<file path="config.mk">
export PLATFORM = sky130hd
export DESIGN_NAME = eep_slave_engine
export DESIGN_NICKNAME = d
export VERILOG_FILES = /design/src/rtl/eep_pkg.sv /design/src/rtl/eep_store.sv /design/src/rtl/eep_ptr.sv /design/src/rtl/eep_txsr.sv /design/src/rtl/eep_slave_engine.sv
export SDC_FILE = /design/constraint.sdc
export NUM_CORES = 2
export LEC_CHECK = 0
export ABC_CLOCK_PERIOD_IN_PS = 3300
export BUFFER_PORTS_ARGS = -buffer_cell sky130_fd_sc_hd__buf_2
export CORE_ASPECT_RATIO = 0.6
export CORE_MARGIN = 4
export CORE_UTILIZATION = 39
export DETAILED_ROUTE_END_ITERATION = 7
export SETUP_SLACK_MARGIN = 0.4
export SYNTH_ARGS = -nofsm -noshare
export SYNTH_HDL_FRONTEND = slang
export SYNTH_SLANG_ARGS = --single-unit
</file>
<file path="constraint.sdc">
create_clock -name clk -period 3.3 [get_ports clk]
set_input_delay 0.495 -clock clk [delete_from_list [all_inputs] [get_ports clk]]
set_output_delay 0.495 -clock clk [all_outputs]
set_load 0.03 [all_outputs]
</file>
<file path="src/rtl/eep_pkg.sv">
package eep_pkg;
  typedef enum logic [2:0] {
    ST_IDLE,
    ST_CTRL,
    ST_ADDR,
    ST_WDATA,
    ST_RDATA,
    ST_HOLD
  } eep_state_e;

  localparam logic [3:0] DEV_CODE = 4'b1010;
  localparam logic [3:0] ACK_CNT  = 4'd8;
  localparam logic [3:0] SLOT_END = 4'd9;
endpackage

</file>
<file path="src/rtl/eep_store.sv">
module eep_store #(
  parameter int DEPTH = 256,
  parameter int AW    = 8
) (
  input  logic          clk,
  input  logic          we,
  input  logic [AW-1:0] waddr,
  input  logic [7:0]    wdata,
  input  logic [AW-1:0] raddr,
  output logic [7:0]    rdata
);
  logic [7:0] mem [DEPTH];

  always_ff @(posedge clk) begin
    if (we) mem[waddr] <= wdata;
    rdata <= mem[raddr];
  end
endmodule

</file>
<file path="src/rtl/eep_ptr.sv">
module eep_ptr #(
  parameter int AW = 8,
  parameter int PW = 3
) (
  input  logic          clk,
  input  logic          rst,
  input  logic          ld,
  input  logic [AW-1:0] ld_val,
  input  logic          seq_inc,
  input  logic          page_inc,
  output logic [AW-1:0] ptr
);
  localparam logic [AW-1:0] LOW_MASK = AW'((1 << PW) - 1);

  logic [AW-1:0] seq_next;
  logic [AW-1:0] page_next;

  assign seq_next  = ptr + 1'b1;
  assign page_next = (ptr & ~LOW_MASK) | (seq_next & LOW_MASK);

  always_ff @(posedge clk) begin
    if (rst)           ptr <= '0;
    else if (ld)       ptr <= ld_val;
    else if (seq_inc)  ptr <= seq_next;
    else if (page_inc) ptr <= page_next;
  end

  AST_PAGE_UPPER_HELD: assert property (@(posedge clk) disable iff (rst)
    (page_inc && !ld && !seq_inc) |=> ((ptr & ~LOW_MASK) == ($past(ptr) & ~LOW_MASK)));
  AST_SEQ_WRAP: assert property (@(posedge clk) disable iff (rst)
    (seq_inc && !ld && (ptr == {AW{1'b1}})) |=> (ptr == '0));
endmodule

</file>
<file path="src/rtl/eep_txsr.sv">
module eep_txsr (
  input  logic       clk,
  input  logic       rst,
  input  logic       load,
  input  logic [7:0] din,
  input  logic       shift,
  output logic       msb
);
  logic [7:0] sr;

  always_ff @(posedge clk) begin
    if (rst)        sr <= 8'hFF;
    else if (load)  sr <= {din[6:0], 1'b1};
    else if (shift) sr <= {sr[6:0], 1'b1};
  end

  assign msb = sr[7];
endmodule

</file>
<file path="src/rtl/eep_slave_engine.sv">
module eep_slave_engine #(
  parameter int DEPTH      = 256,
  parameter int PAGE_BYTES = 8,
  localparam int AW        = $clog2(DEPTH)
) (
  input  logic          clk,
  input  logic          rst,
  input  logic          start_evt,
  input  logic          stop_evt,
  input  logic          scl_rise,
  input  logic          scl_fall,
  input  logic          sda_in,
  output logic          sda_oe,
  input  logic          wr_busy,
  output logic          wr_valid,
  output logic [AW-1:0] wr_addr,
  output logic [7:0]    wr_data,
  output logic          wr_commit,
  input  logic          mem_we,
  input  logic [AW-1:0] mem_waddr,
  input  logic [7:0]    mem_wdata
);
  import eep_pkg::*;

  localparam int PW = $clog2(PAGE_BYTES);

  eep_state_e    st;
  logic [3:0]    cnt;
  logic [7:0]    rx;
  logic          acked;
  logic          rd_mode;
  logic          got_data;
  logic          mack;

  logic          bus_evt;
  logic          rise_ok;
  logic          fall_ok;
  logic          fall8;
  logic          fall9;
  logic          ctrl_hit;
  logic          ptr_ld;
  logic          page_step;
  logic          tx_load;
  logic          tx_shift;
  logic          tx_msb;
  logic [AW-1:0] ptr;
  logic [AW-1:0] addr_byte;
  logic [7:0]    rd_q;

  assign bus_evt   = start_evt | stop_evt;
  assign rise_ok   = scl_rise & ~bus_evt;
  assign fall_ok   = scl_fall & ~bus_evt;
  assign fall8     = fall_ok && (cnt == ACK_CNT);
  assign fall9     = fall_ok && (cnt == SLOT_END);
  assign ctrl_hit  = (rx[7:4] == DEV_CODE) && !wr_busy;
  assign addr_byte = rx[AW-1:0];
  assign ptr_ld    = (st == ST_ADDR) && fall8;
  assign page_step = (st == ST_WDATA) && fall8;
  assign tx_load   = fall9 && (((st == ST_CTRL) && acked && rd_mode) ||
                               ((st == ST_RDATA) && mack));
  assign tx_shift  = (st == ST_RDATA) && fall_ok && (cnt >= 4'd1) && (cnt <= 4'd7);

  eep_store #(.DEPTH(DEPTH), .AW(AW)) u_store (
    .clk   (clk),
    .we    (mem_we),
    .waddr (mem_waddr),
    .wdata (mem_wdata),
    .raddr (ptr),
    .rdata (rd_q)
  );

  eep_ptr #(.AW(AW), .PW(PW)) u_ptr (
    .clk      (clk),
    .rst      (rst),
    .ld       (ptr_ld),
    .ld_val   (addr_byte),
    .seq_inc  (tx_load),
    .page_inc (page_step),
    .ptr      (ptr)
  );

  eep_txsr u_txsr (
    .clk   (clk),
    .rst   (rst),
    .load  (tx_load),
    .din   (rd_q),
    .shift (tx_shift),
    .msb   (tx_msb)
  );

  always_ff @(posedge clk) begin
    if (rst) begin
      st        <= ST_IDLE;
      cnt       <= '0;
      rx        <= '0;
      acked     <= 1'b0;
      rd_mode   <= 1'b0;
      got_data  <= 1'b0;
      mack      <= 1'b0;
      sda_oe    <= 1'b0;
      wr_valid  <= 1'b0;
      wr_addr   <= '0;
      wr_data   <= '0;
      wr_commit <= 1'b0;
    end else begin
      wr_valid  <= 1'b0;
      wr_commit <= 1'b0;
      if (stop_evt) begin
        if ((st == ST_WDATA) && got_data) wr_commit <= 1'b1;
        st       <= ST_IDLE;
        cnt      <= '0;
        sda_oe   <= 1'b0;
        got_data <= 1'b0;
      end else if (start_evt) begin
        st       <= ST_CTRL;
        cnt      <= '0;
        sda_oe   <= 1'b0;
        got_data <= 1'b0;
      end else begin
        case (st)
          ST_CTRL, ST_ADDR, ST_WDATA: begin
            if (rise_ok && (cnt < SLOT_END)) begin
              if (cnt < ACK_CNT) rx <= {rx[6:0], sda_in};
              cnt <= cnt + 4'd1;
            end
            if (fall8) begin
              if (st == ST_CTRL) begin
                acked   <= ctrl_hit;
                rd_mode <= rx[0];
                sda_oe  <= ctrl_hit;
              end else begin
                acked  <= 1'b1;
                sda_oe <= 1'b1;
                if (st == ST_WDATA) begin
                  wr_valid <= 1'b1;
                  wr_addr  <= ptr;
                  wr_data  <= rx;
                  got_data <= 1'b1;
                end
              end
            end
            if (fall9) begin
              cnt    <= '0;
              sda_oe <= 1'b0;
              if (!acked) begin
                st <= ST_HOLD;
              end else if (st == ST_CTRL) begin
                if (rd_mode) begin
                  st     <= ST_RDATA;
                  sda_oe <= ~rd_q[7];
                end else begin
                  st <= ST_ADDR;
                end
              end else if (st == ST_ADDR) begin
                st <= ST_WDATA;
              end
            end
          end
          ST_RDATA: begin
            if (rise_ok && (cnt < SLOT_END)) begin
              if (cnt == ACK_CNT) mack <= ~sda_in;
              cnt <= cnt + 4'd1;
            end
            if (tx_shift) sda_oe <= ~tx_msb;
            if (fall8)    sda_oe <= 1'b0;
            if (fall9) begin
              cnt <= '0;
              if (mack) begin
                sda_oe <= ~rd_q[7];
              end else begin
                sda_oe <= 1'b0;
                st     <= ST_HOLD;
              end
            end
          end
          default: ;
        endcase
      end
    end
  end

  AST_STOP_RELEASES: assert property (@(posedge clk) disable iff (rst)
    stop_evt |=> !sda_oe);
  AST_START_RELEASES: assert property (@(posedge clk) disable iff (rst)
    start_evt |=> !sda_oe);
  AST_BUSY_NO_ACK: assert property (@(posedge clk) disable iff (rst)
    ((st == ST_CTRL) && fall8 && wr_busy) |=> !sda_oe);
  AST_MASTER_SLOT_FREE: assert property (@(posedge clk) disable iff (rst)
    ((st == ST_RDATA) && (cnt == SLOT_END)) |-> !sda_oe);
  AST_VALID_PULSE: assert property (@(posedge clk) disable iff (rst)
    wr_valid |=> !wr_valid);
  AST_COMMIT_AFTER_STOP: assert property (@(posedge clk) disable iff (rst)
    wr_commit |-> $past(stop_evt));
  AST_HOLD_QUIET: assert property (@(posedge clk) disable iff (rst)
    (st == ST_HOLD) |-> !sda_oe);
endmodule

</file>
# Word level (Yosys, flattened, before mapping)
# Memory sizes are Yosys's and may differ from the RTL's. A register that Yosys moved wholly into a read port is not among the register bits.
# Index checks and enable logic that the tools add are counted.
[word_totals]
mem_bits_rw = 2048
regBits = 53
out_inout_bits = 19
in_bits = 25
word_cells = 120
mem_count = 1
[classes]
eq_ne = 17
add_sub_neg = 2
n_bitwise = 13
magnitude_cmp = 4
n_reduce_logical = 37
mux = 31
[memory_table]
columns = ["name", "depth", "word_bits", "rd", "rd_ports_with_merged_regs", "wr", "line", "source"]
rows = [
  ["u_store.mem", 256, 8, 1, 1, 1, "eep_store.sv:12", "logic [7:0] mem [DEPTH];"],
]
[op_table]
columns = ["operator", "count"]
rows = [
  ["$mux 8", 5],
  ["$reduce_and 5->1", 5],
  ["$mux 3", 7],
  ["$mux 1", 15],
  ["$logic_and 1x1->1", 14],
  ["$eq 4x4->1 const B", 3],
  ["$ne 3x3->1 const B", 4],
  ["$not 1->1", 9],
  ["$add 8x1->8 const B", 1],
  ["$lt 4x4->1 const B", 2],
  ["$mux 4", 2],
  ["$ne 4x4->1 const B", 2],
  ["$or 8x3->8", 1],
  ["$reduce_and 4->1", 2],
  ["$eq 3x2->1 const B", 2],
  ["$ne 2x2->1 const B", 3],
  ["$pmux 3 s2", 1],
  ["$reduce_and 6->1", 1],
  ["$reduce_bool 2->1", 3],
  ["$reduce_bool 3->1", 2],
  ["$reduce_or 3->1", 2],
  ["$reduce_or 6->1", 1],
  ["$ne 5x5->1 const B", 1],
  ["$add 4x1->4 const B", 1],
  ["13 further kinds", 15],
]

# Longest topological paths before layout
[depth]
depth_word = 10
depth_mapped = 13
depth_no_buf = 9

# Hierarchy
# From an unflattened synthesis, not the netlist that was laid out.
[unflattened]
cells_unflattened = 4026
area_unflattened_um2 = 82111.3
[by_module_without_submodules]
columns = ["module", "instances", "seq_area_each_um2", "area_each_um2", "cells_per_inst"]
rows = [
  ["eep_store", 1, 61659.1, 79556.3, 3733],
  ["eep_slave_engine", 1, 760.7, 1764.2, 206],
  ["eep_ptr", 1, 160.2, 474.2, 56],
  ["eep_txsr", 1, 140.1, 316.6, 31],
]

# Worst setup path after synthesis
# Ideal clock, no wire load.
[synth_timing]
path_type = "register to register"
start = "register u_ptr.ptr[0]"
end = "register u_store.rdata[3] (read register of u_store.mem)"
n_path_buf = 4
period_less_slack_ps = 2330
stages_incl_launch_ff = 10
setup_ps = 133
path_slack_ps = 970
arrival_time_ps = 2197
required_time_ps = 3167
path_cell_list = "dfxtp_1 buf_6 buf_6 buf_4 buf_4 mux4_2 a221oi_1 nor3_1 a31oi_1 o221ai_1"
[synth_rtl]
columns = ["element", "line", "source"]
rows = [
  ["start, declared", "eep_ptr.sv:11", "output logic [AW-1:0] ptr"],
  ["start signal, assigned", "eep_ptr.sv:23", "else if (ld) ptr <= ld_val;"],
  ["start signal, assigned", "eep_ptr.sv:24", "else if (seq_inc) ptr <= seq_next;"],
  ["start signal, assigned", "eep_ptr.sv:25", "else if (page_inc) ptr <= page_next;"],
  ["end, declared", "eep_store.sv:10", "output logic [7:0] rdata"],
]

==> results.txt <==
----------------------------------------------------
[Run status]
  Run status ... completed

[STA]
  Final clock skew ... ~0.038 ns
  Setup TNS Final ... 0 ns
  Shortest period the worst path allows ... 3.002 ns
  Normalized max-slew margin ... 29.57%
  Pin slew with the least headroom to its limit ... 1.054 ns
  Share of the clock period used by the worst path ... between 90% and 100%
  Finish-stage setup viols ... 0
  Number of max-slew violations in the final report ... 0
  RSZ-0062 raised after global routing ... true
  Timing-limited maximum frequency ... 0.3332 GHz
  Fin. Hold Viols ... 0
  Worst hold-check slack ... around 0.13 ns

[Global route]
  Gr usage total ... 21.80%
  Pin count of the biggest net entering global routing ... ~120
  Number of global-route vias before repair ... 43420
  Global route total overflow ... 0
  Global-route wire length before repair ... around 340 mm
  Initial antenna violation count ... 18

[Synth]
  Cell taking the most area after synthesis ... sky130_fd_sc_hd__edfxtp_1
  Most numerous cell in the Yosys netlist ... sky130_fd_sc_hd__edfxtp_1
  Most common library cells after synthesis ... sky130_fd_sc_hd__edfxtp_1 (2048), sky130_fd_sc_hd__mux4_2 (381), sky130_fd_sc_hd__nor2_1 (321)
  Post-synthesis cell type count ... 79
  Number of warnings reported in the yosys synthesis log ... 0
  Sequential fraction of the synthesis area ... 76.08%
  Count of flip-flops with a built-in enable after synthesis ... 2048
  Synthesized net count ... between 4000 and 5000
  Post-synth ARST share ... 0%
  Number of storage elements in the synthesis netlist ... between 2000 and 2500
  Area share of the largest cell type after synthesis ... between 70 and 80%
  Average cell area after synthesis ... about 20 um^2
  Synth top area cells ... sky130_fd_sc_hd__edfxtp_1 (75%), sky130_fd_sc_hd__mux4_2 (10%), sky130_fd_sc_hd__mux2i_1 (3.1%), sky130_fd_sc_hd__dfxtp_1 (1.5%), sky130_fd_sc_hd__nor2_1 (1.5%)
  Synthesized instance count ... 4195
  Dominant register cell in the synthesized netlist ... sky130_fd_sc_hd__edfxtp_1
  Summed instance area of the synthesized netlist ... 82440 um^2

[Layout]
  Area delta synth->final ... 17.67%
  Area occupied by multi-input gates ... 18630 um^2
  Total Nets Final ... about 4800
  Layout fillers ... around 18000
  Register area ... between 60000 and 70000 um^2
  Fraction of final layout cells sized beyond drive strength 1 ... between 20% and 30%
  Final standard cell utilization of the core ... 46.23%

[Worst setup path]
  Crit path top cell by count ... sky130_fd_sc_hd__buf_12
  Arrival time at the worst endpoint ... 3.72 ns
  Depth of the worst register-to-register path ... 10
  Reg2reg end ... u_store.rdata[7]$_DFF_P_
  Required time of the critical path ... ~4.0 ns
  Slowest cell on the critical path ... sky130_fd_sc_hd__mux4_2
  Maximum net fanout on the critical path ... 9
  Slack of the worst reg-to-reg path ... about 0.30 ns
  Longest individual stage delay on the worst path ... ~0.56 ns
  Type of the setup path with the least slack ... flip-flop to flip-flop
  Kind of end point of the critical path ... flip-flop
  Cell breakdown of the critical path ... buf_12 -> buf_12 -> buf_16 -> buf_4 -> buf_12 -> mux4_2 -> mux4_2 -> o21ai_4 -> o31ai_4 -> a22o_1
  Critical path launch point type ... flip-flop
  Startpoint of the lowest-slack register-to-register path ... u_ptr.ptr[0]$_SDFFE_PP0P_

[Place]
  Routability-driven placement congestion ratio ... just under 0.9
  Number of port buffers ... 43
  Post-DP HPWL ... roughly 160 mm

[Power]
  Power density normalized to cell area ... between 500 and 600 nW/um^2
  Total power after layout ... slightly above 50 mW
  Static leakage ... between 30 and 40 nW
  Worst supply voltage drop on vdd ... a little under 0.0005 V

[Drt]
  Via density per instance ... around 6
  Vias after detailed routing ... approximately 46000
  DR WL/cell ... around 32 um
  Post-Route WL ... about 240 mm
  Post-detailed-route DRC marker count ... 0
  DRC violation total after the first TritonRoute iteration ... around 8200
  Antenna-violating nets left ... 0
  Total iterations of the first detailed-routing run ... 6

[Clock tree]
  TritonCTS Buffers ... 186
  Depth of the CTS H-tree ... 4
  Worst-Skew Late Latency ... just over 0.8 ns
  Clock tree from TritonCTS ... done
  Clock tree root driver cell ... sky130_fd_sc_hd__clkbuf_16
  CTS clk-pin slew, worst paths ... ~0.07 ns
  Clock Sink Count ... ~2100
  Maximum clock insertion buffer count ... 4

[Min path]
  Min-delay worst type ... primary input to flip-flop
  Min-delay src ... wr_busy
  Hold endpoint ... acked$_SDFFE_PP0P_
  Hold Path Stages ... 5

[Floorplanning]
  Placement Rows ... 130
  Starting Density ... between 30% and 40%
  Area inside the core boundary ... 209800 um^2
  I/O pin cnt ... 44
  Die Footprint ... between 200000 and 250000 um^2
  Die outline width ... ~600 um
  Chip Height ... about 360 um

[Flow run]
  Number of max-cap violations ... 0

----------------------------------------------------
metal layers:
layer / vias up / share of wire, % / global-route usage, %
met5: - / 0 / 0
met4: 0 / 2.2 / 4.471
met3: 357 / 15 / 7.566
met2: 3197 / 39 / 28.16
met1: 23970 / 44 / 34.93
li1: 18490 / - / -
metrics by stage:
stage,setup slack (ns),cell area (um^2),instances
floorplan,0.9697,82440,4195
global placement,-0.1267,89860,7346
detailed placement,-0.1473,89860,7346
CTS,0.3623,96440,7700
global route,0.3041,97000,7736
finish,0.2984,97010,7740
where the power goes:
| part | leakage (nW) | internal [mW] | switching (mW) |
|---|---|---|---|
| combinational | 8.49 | 0.122 | 0.645 |
| sequential | 18.9 | 29.4 | 0.0146 |
| clock | 2.87 | 11.9 | 9.72 |
| total | 30.3 | 41.4 | 10.4 |
final cells by class:
class	instances	area share (%)
Multi-Input combinational cell	1814	19.20
Antenna cell	8	0.02064
Tap cell	2772	3.575
Clock inverter	105	0.9402
Clock buffer	224	5.083
Timing Repair Buffer	701	6.473
Sequential cell	2109	64.67
Inverter	7	0.03482
layout by cell type, fill, tap and decap left out, types with 22 or more instances in the layout:
| master | instances |
|---|---|
| sky130_fd_sc_hd__a22oi_1 | 62 |
| sky130_fd_sc_hd__buf_4 | 569 |
| sky130_fd_sc_hd__mux2i_1 | 254 |
| sky130_fd_sc_hd__mux4_2 | 384 |
| sky130_fd_sc_hd__buf_12 | 57 |
| sky130_fd_sc_hd__a221oi_1 | 29 |
| sky130_fd_sc_hd__clkinv_1 | 41 |
| sky130_fd_sc_hd__clkbuf_16 | 192 |
| sky130_fd_sc_hd__o221ai_1 | 52 |
| sky130_fd_sc_hd__a21oi_1 | 107 |
| sky130_fd_sc_hd__nand3_1 | 54 |
| sky130_fd_sc_hd__dfxtp_1 | 55 |
| sky130_fd_sc_hd__nor2_1 | 316 |
| sky130_fd_sc_hd__a211oi_1 | 22 |
| sky130_fd_sc_hd__clkinv_2 | 33 |
| sky130_fd_sc_hd__o21ai_0 | 44 |
| sky130_fd_sc_hd__o22ai_1 | 24 |
| sky130_fd_sc_hd__edfxtp_1 | 2048 |
| sky130_fd_sc_hd__buf_2 | 35 |
| sky130_fd_sc_hd__clkbuf_1 | 28 |
| sky130_fd_sc_hd__nand2_1 | 170 |
registers in the layout, summed over array words and instances, names as in the netlist:
| name | count |
|---|---|
| st | 3 |
| sda_oe | 1 |
| addr_byte | 8 |
| u_store.mem | 2048 |
| wr_valid | 1 |
| got_data | 1 |
| acked | 1 |
| wr_addr | 8 |
| wr_data | 8 |
| u_store.rdata | 8 |
| u_ptr.ptr | 8 |
| wr_commit | 1 |
| cnt | 4 |
| u_txsr.sr | 7 |
| rd_mode | 1 |
| mack | 1 |
worst max-delay path, delay by kind of cell (launching register included):
family / cells / cell delay (ns)
flip-flops: 1 / 0.37
multiplexers: 2 / 1.12
AO/OA/AOI/OAI: 3 / 0.63
buffers and inverters: 5 / 0.73
logic make-up (layout without fill, tap and decap cells):
kind of cell | count (synthesis) | count (layout) | share of synthesized area (%)
DFF | 2109 | 2109 | 76.08
muxes | 669 | 669 | 14.37
and+or+nand+nor | 662 | 662 | 3.468
AOI/OAI and AO/OA | 474 | 474 | 3.984
buffers and inverters | 272 | 1037 | 1.984
adders and majority gates | 5 | 5 | 0.07588
xor gates and xnor gates | 4 | 4 | 0.04250
other | 0 | 8 | 0
worst max-delay path by stage:
stage	slack, ns	from	cells after the start	to
after floorplan	0.97	u_ptr.ptr[0]$_SDFFE_PP0P_	9	u_store.rdata[3]$_DFF_P_
after global placement	-0.13	u_ptr.ptr[0]$_SDFFE_PP0P_	7	u_store.rdata[0]$_DFF_P_
after detailed placement	-0.15	u_ptr.ptr[0]$_SDFFE_PP0P_	7	u_store.rdata[0]$_DFF_P_
after global routing	0.30	u_ptr.ptr[0]$_SDFFE_PP0P_	10	u_store.rdata[7]$_DFF_P_
after CTS	0.36	u_ptr.ptr[0]$_SDFFE_PP0P_	11	u_store.rdata[0]$_DFF_P_
final	0.30	u_ptr.ptr[0]$_SDFFE_PP0P_	10	u_store.rdata[7]$_DFF_P_
repair_timing:
item,CTS,global route
hold buffers,3,0
buffers inserted,19,29
pin swaps,7,20
hold endpoints to repair,4,0
setup endpoints to repair,8,8
resized for setup,101,52
gates cloned,3,3
(Power assumes the default switching activity.)
